--- src/rtl/bridge_stat_pkg.sv ---
package bridge_stat_pkg;

    typedef enum logic [1:0] {
        REG_STAT  = 2'd0,
        REG_WDATA = 2'd1,
        REG_WADDR = 2'd2,
        REG_SRC   = 2'd3
    } reg_sel_e;

    typedef enum logic [1:0] {
        ACC_IDLE  = 2'd0,
        ACC_RDATA = 2'd1,
        ACC_WACK  = 2'd2
    } acc_state_e;

    typedef enum logic {
        SRST_IDLE = 1'b0,
        SRST_HOLD = 1'b1
    } srst_state_e;

    localparam int NSTAT = 3;
    localparam int BIT_IRQ   = 0;
    localparam int BIT_DSRST = 1;
    localparam int BIT_WERR  = 2;

endpackage

--- src/rtl/bridge_stat_access.sv ---
module bridge_stat_access
    import bridge_stat_pkg::*;
(
    input  logic     clk,
    input  logic     rst,
    input  logic     bus_sel,
    input  logic     bus_wr,
    input  logic [1:0] bus_addr,
    output logic     bus_ready,
    output logic     rd_phase,
    output reg_sel_e rd_sel,
    output logic     do_clear,
    output logic     do_continue,
    output logic     do_abort,
    output logic     do_srst
);

    acc_state_e state_q, state_d;
    reg_sel_e   sel_q;

    always_comb begin
        state_d = state_q;
        unique case (state_q)
            ACC_IDLE:  if (bus_sel) state_d = bus_wr ? ACC_WACK : ACC_RDATA;
            ACC_RDATA: state_d = ACC_IDLE;
            ACC_WACK:  state_d = ACC_IDLE;
            default:   state_d = ACC_IDLE;
        endcase
    end

    always_ff @(posedge clk) begin
        if (rst) begin
            state_q <= ACC_IDLE;
            sel_q   <= REG_STAT;
        end else begin
            state_q <= state_d;
            if (state_q == ACC_IDLE && bus_sel)
                sel_q <= reg_sel_e'(bus_addr);
        end
    end

    always_comb begin
        bus_ready   = 1'b0;
        rd_phase    = 1'b0;
        do_clear    = 1'b0;
        do_continue = 1'b0;
        do_abort    = 1'b0;
        do_srst     = 1'b0;
        unique case (state_q)
            ACC_IDLE:  bus_ready = 1'b1;
            ACC_RDATA: rd_phase  = 1'b1;
            ACC_WACK: begin
                do_clear    = (sel_q == REG_STAT);
                do_continue = (sel_q == REG_WDATA);
                do_abort    = (sel_q == REG_WADDR);
                do_srst     = (sel_q == REG_SRC);
            end
            default: bus_ready = 1'b0;
        endcase
    end

    assign rd_sel = sel_q;

    p_rvalid_after_read_r3: assert property (@(posedge clk) disable iff (rst)
        rd_phase |-> $past(bus_sel && !bus_wr && bus_ready));

    p_busy_after_request_r10: assert property (@(posedge clk) disable iff (rst)
        (bus_sel && bus_ready) |=> !bus_ready);

    p_continue_single_r5: assert property (@(posedge clk) disable iff (rst)
        do_continue |=> !do_continue);

    p_abort_single_r5: assert property (@(posedge clk) disable iff (rst)
        do_abort |=> !do_abort);

endmodule

--- src/rtl/bridge_stat_softrst.sv ---
module bridge_stat_softrst
    import bridge_stat_pkg::*;
#(
    parameter int HOLD_CYCLES = 4
) (
    input  logic clk,
    input  logic rst,
    input  logic start,
    output logic active
);

    localparam int CW = $clog2(HOLD_CYCLES + 1);

    srst_state_e    state_q, state_d;
    logic [CW-1:0]  cnt_q;

    always_comb begin
        state_d = state_q;
        unique case (state_q)
            SRST_IDLE: if (start) state_d = SRST_HOLD;
            SRST_HOLD: if (cnt_q == CW'(0)) state_d = SRST_IDLE;
            default:   state_d = SRST_IDLE;
        endcase
    end

    always_ff @(posedge clk) begin
        if (rst) begin
            state_q <= SRST_IDLE;
            cnt_q   <= '0;
        end else begin
            state_q <= state_d;
            if (state_q == SRST_IDLE && start)
                cnt_q <= CW'(HOLD_CYCLES - 1);
            else if (state_q == SRST_HOLD && cnt_q != CW'(0))
                cnt_q <= cnt_q - CW'(1);
        end
    end

    always_comb begin
        active = (state_q == SRST_HOLD);
    end

    p_hold_ends_at_zero_r8: assert property (@(posedge clk) disable iff (rst)
        (active && !$past(active) && $past(!rst)) |-> (cnt_q == CW'(HOLD_CYCLES - 1)));

    p_hold_exit_r8: assert property (@(posedge clk) disable iff (rst)
        (!active && $past(active)) |-> ($past(cnt_q) == CW'(0)));

endmodule

--- src/rtl/bridge_stat_store.sv ---
module bridge_stat_store
    import bridge_stat_pkg::*;
#(
    parameter int DW = 32
) (
    input  logic             clk,
    input  logic             rst,
    input  logic             clr,
    input  logic             srst,
    input  logic             ev_valid,
    input  logic [NSTAT-1:0] ev_bits,
    input  logic [DW-1:0]    ev_wdata,
    input  logic [DW-1:0]    ev_waddr,
    input  logic [DW-1:0]    ev_src,
    input  reg_sel_e         rd_sel,
    output logic [NSTAT-1:0] stat_bits,
    output logic [DW-1:0]    rd_word
);

    logic [NSTAT-1:0] bits_q, bits_d;
    logic [DW-1:0]    wdata_q, waddr_q, src_q;

    always_comb begin
        for (int i = 0; i < NSTAT; i++) begin
            bits_d[i] = (bits_q[i] & ~clr) | (ev_valid & ev_bits[i]);
        end
        if (srst) bits_d = '0;
    end

    always_ff @(posedge clk) begin
        if (rst) begin
            bits_q  <= '0;
            wdata_q <= '0;
            waddr_q <= '0;
            src_q   <= '0;
        end else begin
            bits_q <= bits_d;
            if (srst) begin
                wdata_q <= '0;
                waddr_q <= '0;
                src_q   <= '0;
            end else if (ev_valid) begin
                if (ev_bits[BIT_WERR]) begin
                    wdata_q <= ev_wdata;
                    waddr_q <= ev_waddr;
                end
                if (ev_bits[BIT_IRQ])
                    src_q <= ev_src;
            end
        end
    end

    always_comb begin
        unique case (rd_sel)
            REG_STAT:  rd_word = {{(DW-NSTAT){1'b0}}, bits_q};
            REG_WDATA: rd_word = wdata_q;
            REG_WADDR: rd_word = waddr_q;
            REG_SRC:   rd_word = src_q;
            default:   rd_word = '0;
        endcase
    end

    assign stat_bits = bits_q;

    p_event_beats_clear_r4: assert property (@(posedge clk) disable iff (rst)
        $past(clr && ev_valid && ev_bits[BIT_IRQ] && !srst && !rst) |-> bits_q[BIT_IRQ]);

    p_clear_empties_r4: assert property (@(posedge clk) disable iff (rst)
        $past(clr && !ev_valid && !srst && !rst) |-> (bits_q == '0));

    p_srst_empties_r8: assert property (@(posedge clk) disable iff (rst)
        $past(srst && !rst) |-> (bits_q == '0 && wdata_q == '0 && waddr_q == '0 && src_q == '0));

endmodule

--- src/rtl/bridge_stat_regs.sv ---
module bridge_stat_regs
    import bridge_stat_pkg::*;
#(
    parameter int DW          = 32,
    parameter int HOLD_CYCLES = 4
) (
    input  logic          clk,
    input  logic          rst,
    input  logic          bus_sel,
    input  logic          bus_wr,
    input  logic [1:0]    bus_addr,
    output logic          bus_ready,
    output logic          bus_rvalid,
    output logic [DW-1:0] bus_rdata,
    input  logic          ev_valid,
    input  logic          ev_irq,
    input  logic          ev_dsrst,
    input  logic          ev_werr,
    input  logic [DW-1:0] ev_wdata,
    input  logic [DW-1:0] ev_waddr,
    input  logic [DW-1:0] ev_src,
    output logic          cmd_continue,
    output logic          cmd_abort,
    output logic          soft_rst,
    output logic          irq_out
);

    reg_sel_e         rd_sel;
    logic             rd_phase, do_clear, do_srst;
    logic [NSTAT-1:0] stat_bits, ev_bits;
    logic [DW-1:0]    rd_word;

    assign ev_bits[BIT_IRQ]   = ev_irq;
    assign ev_bits[BIT_DSRST] = ev_dsrst;
    assign ev_bits[BIT_WERR]  = ev_werr;

    bridge_stat_access u_access (
        .clk         (clk),
        .rst         (rst),
        .bus_sel     (bus_sel),
        .bus_wr      (bus_wr),
        .bus_addr    (bus_addr),
        .bus_ready   (bus_ready),
        .rd_phase    (rd_phase),
        .rd_sel      (rd_sel),
        .do_clear    (do_clear),
        .do_continue (cmd_continue),
        .do_abort    (cmd_abort),
        .do_srst     (do_srst)
    );

    bridge_stat_softrst #(.HOLD_CYCLES(HOLD_CYCLES)) u_softrst (
        .clk    (clk),
        .rst    (rst),
        .start  (do_srst),
        .active (soft_rst)
    );

    bridge_stat_store #(.DW(DW)) u_store (
        .clk       (clk),
        .rst       (rst),
        .clr       (do_clear),
        .srst      (soft_rst),
        .ev_valid  (ev_valid),
        .ev_bits   (ev_bits),
        .ev_wdata  (ev_wdata),
        .ev_waddr  (ev_waddr),
        .ev_src    (ev_src),
        .rd_sel    (rd_sel),
        .stat_bits (stat_bits),
        .rd_word   (rd_word)
    );

    assign bus_rvalid = rd_phase;
    assign bus_rdata  = rd_phase ? rd_word : '0;
    assign irq_out    = |stat_bits;

    p_cmds_exclusive_r5: assert property (@(posedge clk) disable iff (rst)
        !(cmd_continue && cmd_abort));

    p_irq_follows_event_r9: assert property (@(posedge clk) disable iff (rst)
        $past(ev_valid && ev_irq && !soft_rst && !rst) |-> irq_out);

    p_rdata_quiet_r3: assert property (@(posedge clk) disable iff (rst)
        !bus_rvalid |-> (bus_rdata == '0));

endmodule

--- config.mk ---
export PLATFORM = sky130hd
export DESIGN_NAME = bridge_stat_regs
export DESIGN_NICKNAME = d
export VERILOG_FILES = /design/src/rtl/bridge_stat_pkg.sv /design/src/rtl/bridge_stat_access.sv /design/src/rtl/bridge_stat_softrst.sv /design/src/rtl/bridge_stat_store.sv /design/src/rtl/bridge_stat_regs.sv
export SDC_FILE = /design/constraint.sdc
export NUM_CORES = 1
export LEC_CHECK = 0
export CAP_MARGIN = 20
export CORE_UTILIZATION = 52
export CTS_BUF_LIST = sky130_fd_sc_hd__clkbuf_2 sky130_fd_sc_hd__clkbuf_4 sky130_fd_sc_hd__clkbuf_8
export CTS_CLUSTER_DIAMETER = 120
export DETAILED_ROUTE_END_ITERATION = 6
export HOLD_SLACK_MARGIN = 0.06
export PLACE_DENSITY = 0.95
export SETUP_SLACK_MARGIN = 0.05
export SLEW_MARGIN = 20
export SYNTH_ARGS = -nofsm -noshare
export SYNTH_HDL_FRONTEND = slang
export SYNTH_SLANG_ARGS = --single-unit
export TNS_END_PERCENT = 50
--- constraint.sdc ---
create_clock -name clk -period 2.7 [get_ports clk]
set_input_delay 0.675 -clock clk [delete_from_list [all_inputs] [get_ports clk]]
set_output_delay 0.675 -clock clk [all_outputs]
set_load 0.05 [all_outputs]
---- After elaboration in Yosys (flattened, before gate mapping) ----
Index checks and enable logic that the tools add are counted.
operators by class
  bitwise logic cells ..................... 12
  multipliers ............................. 0
  order comparisons ....................... 0
  reductions and logical operators ........ 14
  $add $sub $neg .......................... 1
  shifts and indexed selects .............. 0
  eq/ne operators ......................... 5
  multiplexer cells ....................... 14
  divide/modulo/power cells ............... 0
operators with widths
  kind                 count
  $pmux 32 s4          1
  $mux 32              1
  $mux 1               8
  $and 1x1->1          6
  $eq 2x2->1 const B   3
  $mux 2               3
  $reduce_or 2->1      3
  $eq 2x1->1 const B   2
  $logic_not 2->1      2
  $reduce_and 2->1     2
  $logic_and 1x1->1    3
  $logic_not 3->1      1
  $not 1->1            3
  $or 1x1->1           3
  $reduce_bool 3->1    1
  $reduce_or 3->1      1
  $sub 3x1->3 const B  1
  $pmux 1 s2           1
  $reduce_bool 2->1    1
storage, ports and cells
  memories kept ........................... 0
  flip-flop bits (word level) ............. 107
  input port bits ......................... 106
  latch bits .............................. 0
  output and inout bits ................... 38
  ROM bits ................................ 0
  RAM bits ................................ 0

---- Logic depth before layout (Yosys ltp) ----
  depth in word-level cells ............... 5
  mapped depth ............................ 6

---- By module ----
A second synthesis with hierarchy kept.
unflattened totals
  cell total of the unflattened synthesis .. 600
  area total of the unflattened synthesis .. 5896.9 um2
by module, submodules not included
  module               sequential area each (um2)  cells an instance  area an instance (um2)  instances
  bridge_stat_store    1981.9                      524                5196.2                  1
  bridge_stat_regs     0.0                         36                 261.5                   1
  bridge_stat_access   80.1                        21                 240.2                   1
  bridge_stat_softrst  80.1                        19                 198.9                   1

---- Least setup slack after synthesis ----
No wires, ideal clock.
  path type ............................... register to output
  from .................................... reg u_access.sel_q[1], in the netlist u_access.rd_sel[1]
  to ...................................... out cmd_continue
  slack ................................... -0.112 ns
  path buffers ............................ 2
  arrival ................................. 2.137 ns
  stages on the path, launching flop included .. 4
  data required time ...................... 2.025 ns
  cells stage by stage .................... dfxtp_1 > buf_6 > buf_4 > nor4bb_1
between the ends
  word-level cells in the longest chain between the ends .. 2
ends and longest elaborated chain
  what                      RTL line                  text
  start: declaration        bridge_stat_access.sv:19  reg_sel_e sel_q;
  start signal: assignment  bridge_stat_access.sv:38  sel_q <= reg_sel_e'(bus_addr);
  $eq 2x1->1                bridge_stat_access.sv:54  do_continue = (sel_q == REG_WDATA);
  $mux 1                    bridge_stat_access.sv:49  unique case (state_q)
  end: declaration          bridge_stat_regs.sv:22    output logic cmd_continue,
Every way passes these cells.

---- Worst setup path in the final report ----
  from .................................... reg u_access.sel_q[0], in the netlist u_access.rd_sel[0]
  to ...................................... out bus_rdata[2]
between the ends
  word-level cells in the longest chain between the ends .. 3
ends and longest elaborated chain
  what                                      RTL line                 text
  $eq 2x2->1, or another cell as far along  bridge_stat_store.sv:54  unique case (rd_sel)
  $pmux 32 s4 *                             bridge_stat_store.sv:54
  $mux 32 *                                 bridge_stat_regs.sv:75   assign bus_rdata = rd_phase ? rd_word : '0;
  end: declaration                          bridge_stat_regs.sv:14   output logic [DW-1:0] bus_rdata,
Mark *: on every way between the ends. The rest lies on a longest branch, timed or not.

==> impl_results.md <==
* Outcome: completed
* H-Tree Depth at 3
* Antenna-violating nets left at 0
* Core area at between 8000 and 9000 um^2
* Cts repair resizes at 0
* Initial antenna violation count at 1
* Worst-margin pin slew at 0.5024 ns
* Hold_buf cts at 0
* Met1 Resource Use GR at 0.3294
* Crit-path cells: buf_4, mux4_2, nor2b_1, buf_12
* Setup TNS at 0 ns
* Crit Path Class: register to output port
* Initial Utilization at 0.5367
* Power per Cell Area at between 400 and 500 nW/um^2
* Slew headroom at 0.6640
* XOR/XNOR share of the synthesized area at 0
* Peak Freq at 394.3 MHz
* CTS tree: built
* Met3 Usage GRT at 0.04841
* First-pass detailed-route iteration total at 5
* # clock sinks at ~110
* Fin crit share at 0.9392
* Die Y at roughly 97 um
* Fraction of the mapped netlist area in compound gates at 0.1687
* Die width at about 97 um
* RSZ-0062 raised after global routing: false
* Post-route setup slack at 0.1640 ns
* Worst Skew at roughly 0.011 ns
* Vias in the first global route at 4623
* Post-synthesis cell type count at 32
* Post-synthesis sequential area ratio at 0.4576
* Final hold slack at about 0.46 ns
* Ys Warns at 0
* Leak at approximately 2.4 nW
* CP max stage cell: buf_4
* Max Cap Viol at 0
* Post-synthesis mux area share at 0.08848
* Synth Area in Simple Gates at 0.2224
* Layout Cells excl Fill at 819
* DRC at 0
* First-pass GRT wire length at between 20000 and 25000 um
* Root Driver: clkbuf_8
* Ys async rst share at 0
* CP max FO at 37
* Worst-case clock buffer depth at 2
* Final Max Tran Viols at 0
* Post-CTS Setup Repair Bufs at 0
* Worst-path clk slew at 0.10 ns
* Vias per cell at 5.570
* Min Tclk post-route at between 2 and 3 ns
* # rows at 34
* Top-area cell type share of the netlist area at 0.4576
* Final setup viols at 0
* Fraction of the mapped netlist area in adder cells at 0.005346
* Final #Nets at between 800 and 900
* Cell accounting for the most synthesized area: dfxtp_1
* Synth Cell Area at about 4700 um^2
* Congestion Overflow GR at 0
* Placed insts at between 800 and 900
* Num CTS Buffers at 9
* Total track usage at 0.2802
* Die area at roughly 9400 um^2
* Final Hold Fails at 0
* Synth Flop Type: dfxtp_1
* Critical Path Max Stage Delay at a little under 0.4 ns
* Fillers at 525
* Final GP Congestion at about 0.85
* Syn Nets at ~690
* Starting DRT DRC Count at roughly 280
* DP Wirelength at roughly 9600 um
* Post-synth EDFFs at 0
* Largest family of logic cells by synthesized area: simple AND/OR/NAND/NOR gates
* Cells after Synth at slightly below 600
* Layer carrying the most global-route usage: met2
* Largest net degree at the start of global routing at 56
* Most common cell after layout, fill and taps aside: nand2_1
* Ports at about 140
* Worst vdd ir at about 260 uV
* Routing usage on met2 at 0.5130
* Synth top area cells: dfxtp_1 (46%), nand2_1 (16%), a21oi_1 (9.7%)
* Via count at approximately 4600
* Hold Path Class: register to register
* Data arrival time of the worst path at between 1.5 and 2 ns
* Most frequent cells in the layout: nand2_1 (195), clkdlybuf4s50_1 (108), dfxtp_1 (106)
* Crit end category: output port
* Mean routed wirelength per cell at approximately 16 um
* Number of buffers added on ports at around 140
* Share of cells above drive strength 1 at 0.1648
* Drt total wl at roughly 13000 um
* Place WS at 0.4810 ns
* Mean post-synth cell area at approximately 8.0 um^2
* Clk Latency, worst-skew pair at approximately 0.36 ns
* #FFs+latches synth at approximately 110
* Area Growth Syn to Fin at 42.42%
* Startpoint types: register
* Critical path required time at slightly above 2 ns
critical path, delay by kind of cell (launching register included):
kind	cells	cell delay [ns]
multiplexers	1	0.27
AND/OR/NAND/NOR	1	0.29
flip-flops	1	0.36
buffers and inverters	2	0.57
final timing paths:
check	slack (ns)	depth (start not counted)	startpoint	end
worst min register to register	0.46	2	u_store.wdata_q[14]	u_store.wdata_q[14]
worst max register to register	1.15	4	u_access.rd_sel[0]	u_store.stat_bits[1]
worst max-delay path	0.16	4	u_access.rd_sel[0]	bus_rdata[2]
worst min-delay path	0.46	2	u_store.wdata_q[14]	u_store.wdata_q[14]
flip-flops by register name (all words and copies together) (netlist names):
signal,cells
u_access.state_q,2
u_store.wdata_q,32
u_softrst.active,1
u_access.rd_sel,2
u_softrst.cnt_q,3
u_store.stat_bits,3
u_store.src_q,32
u_store.waddr_q,32
power by group:
| part | leakage [nW] | switching, W | total [W] | internal (W) |
|---|---|---|---|---|
| registers | 0.875 | 0.0000424 | 0.00169 | 0.00165 |
| logic | 1.45 | 0.000243 | 0.000505 | 0.000262 |
| clock network | 0.0924 | 0.000558 | 0.000931 | 0.000373 |
| total | 2.42 | 0.000844 | 0.00313 | 0.00229 |
cell usage after synthesis, types with 4 or more instances:
library cell,instances
buf_6,6
clkbuf_1,21
dfxtp_1,107
inv_1,4
nor2_1,36
a22oi_1,29
nand2_1,196
buf_2,17
a21oi_1,91
a21oi_2,10
mux2_2,29
layer usage:
metal,vias up,wire length [um],part of all wire
met2,203,6820,0.51
met3,15,919,0.069
met4,0,185,0.014
met5,-,0,0
met1,2164,5382,0.40
li1,2180,-,-
final cells by class:
class	instances	area [um^2]	area share
Clock buffer	10	137.6	0.02065
Timing Repair Buffer	159	1902	0.2853
Clock inverter	5	47.55	0.007132
Inverter	4	15.01	0.002252
Tap cell	108	135.1	0.02027
Antenna cell	1	2.502	0.0003754
Sequential cell	107	2143	0.3215
Multi-Input combinational cell	425	2283	0.3425
kinds of logic after synthesis:
kind of cell,count (synthesis)
AOI/OAI and AO/OA,134
adders and majority gates,2
buffers and inverters,51
DFF,107
muxes,34
and+or+nand+nor,255
per-stage QoR:
| stage | util | total power (W) | instance area [um^2] |
|---|---|---|---|
| floorplan | - | 0.001979 | 4687 |
| global placement | 0.7428 | 0.002205 | 6477 |
| detailed placement | 0.7428 | 0.002227 | 6477 |
| CTS | 0.7640 | 0.003125 | 6663 |
| global route | 0.7641 | 0.003236 | 6664 |
| finish | 0.7644 | 0.003129 | 6666 |
Power figures use the tool's default switching activity.
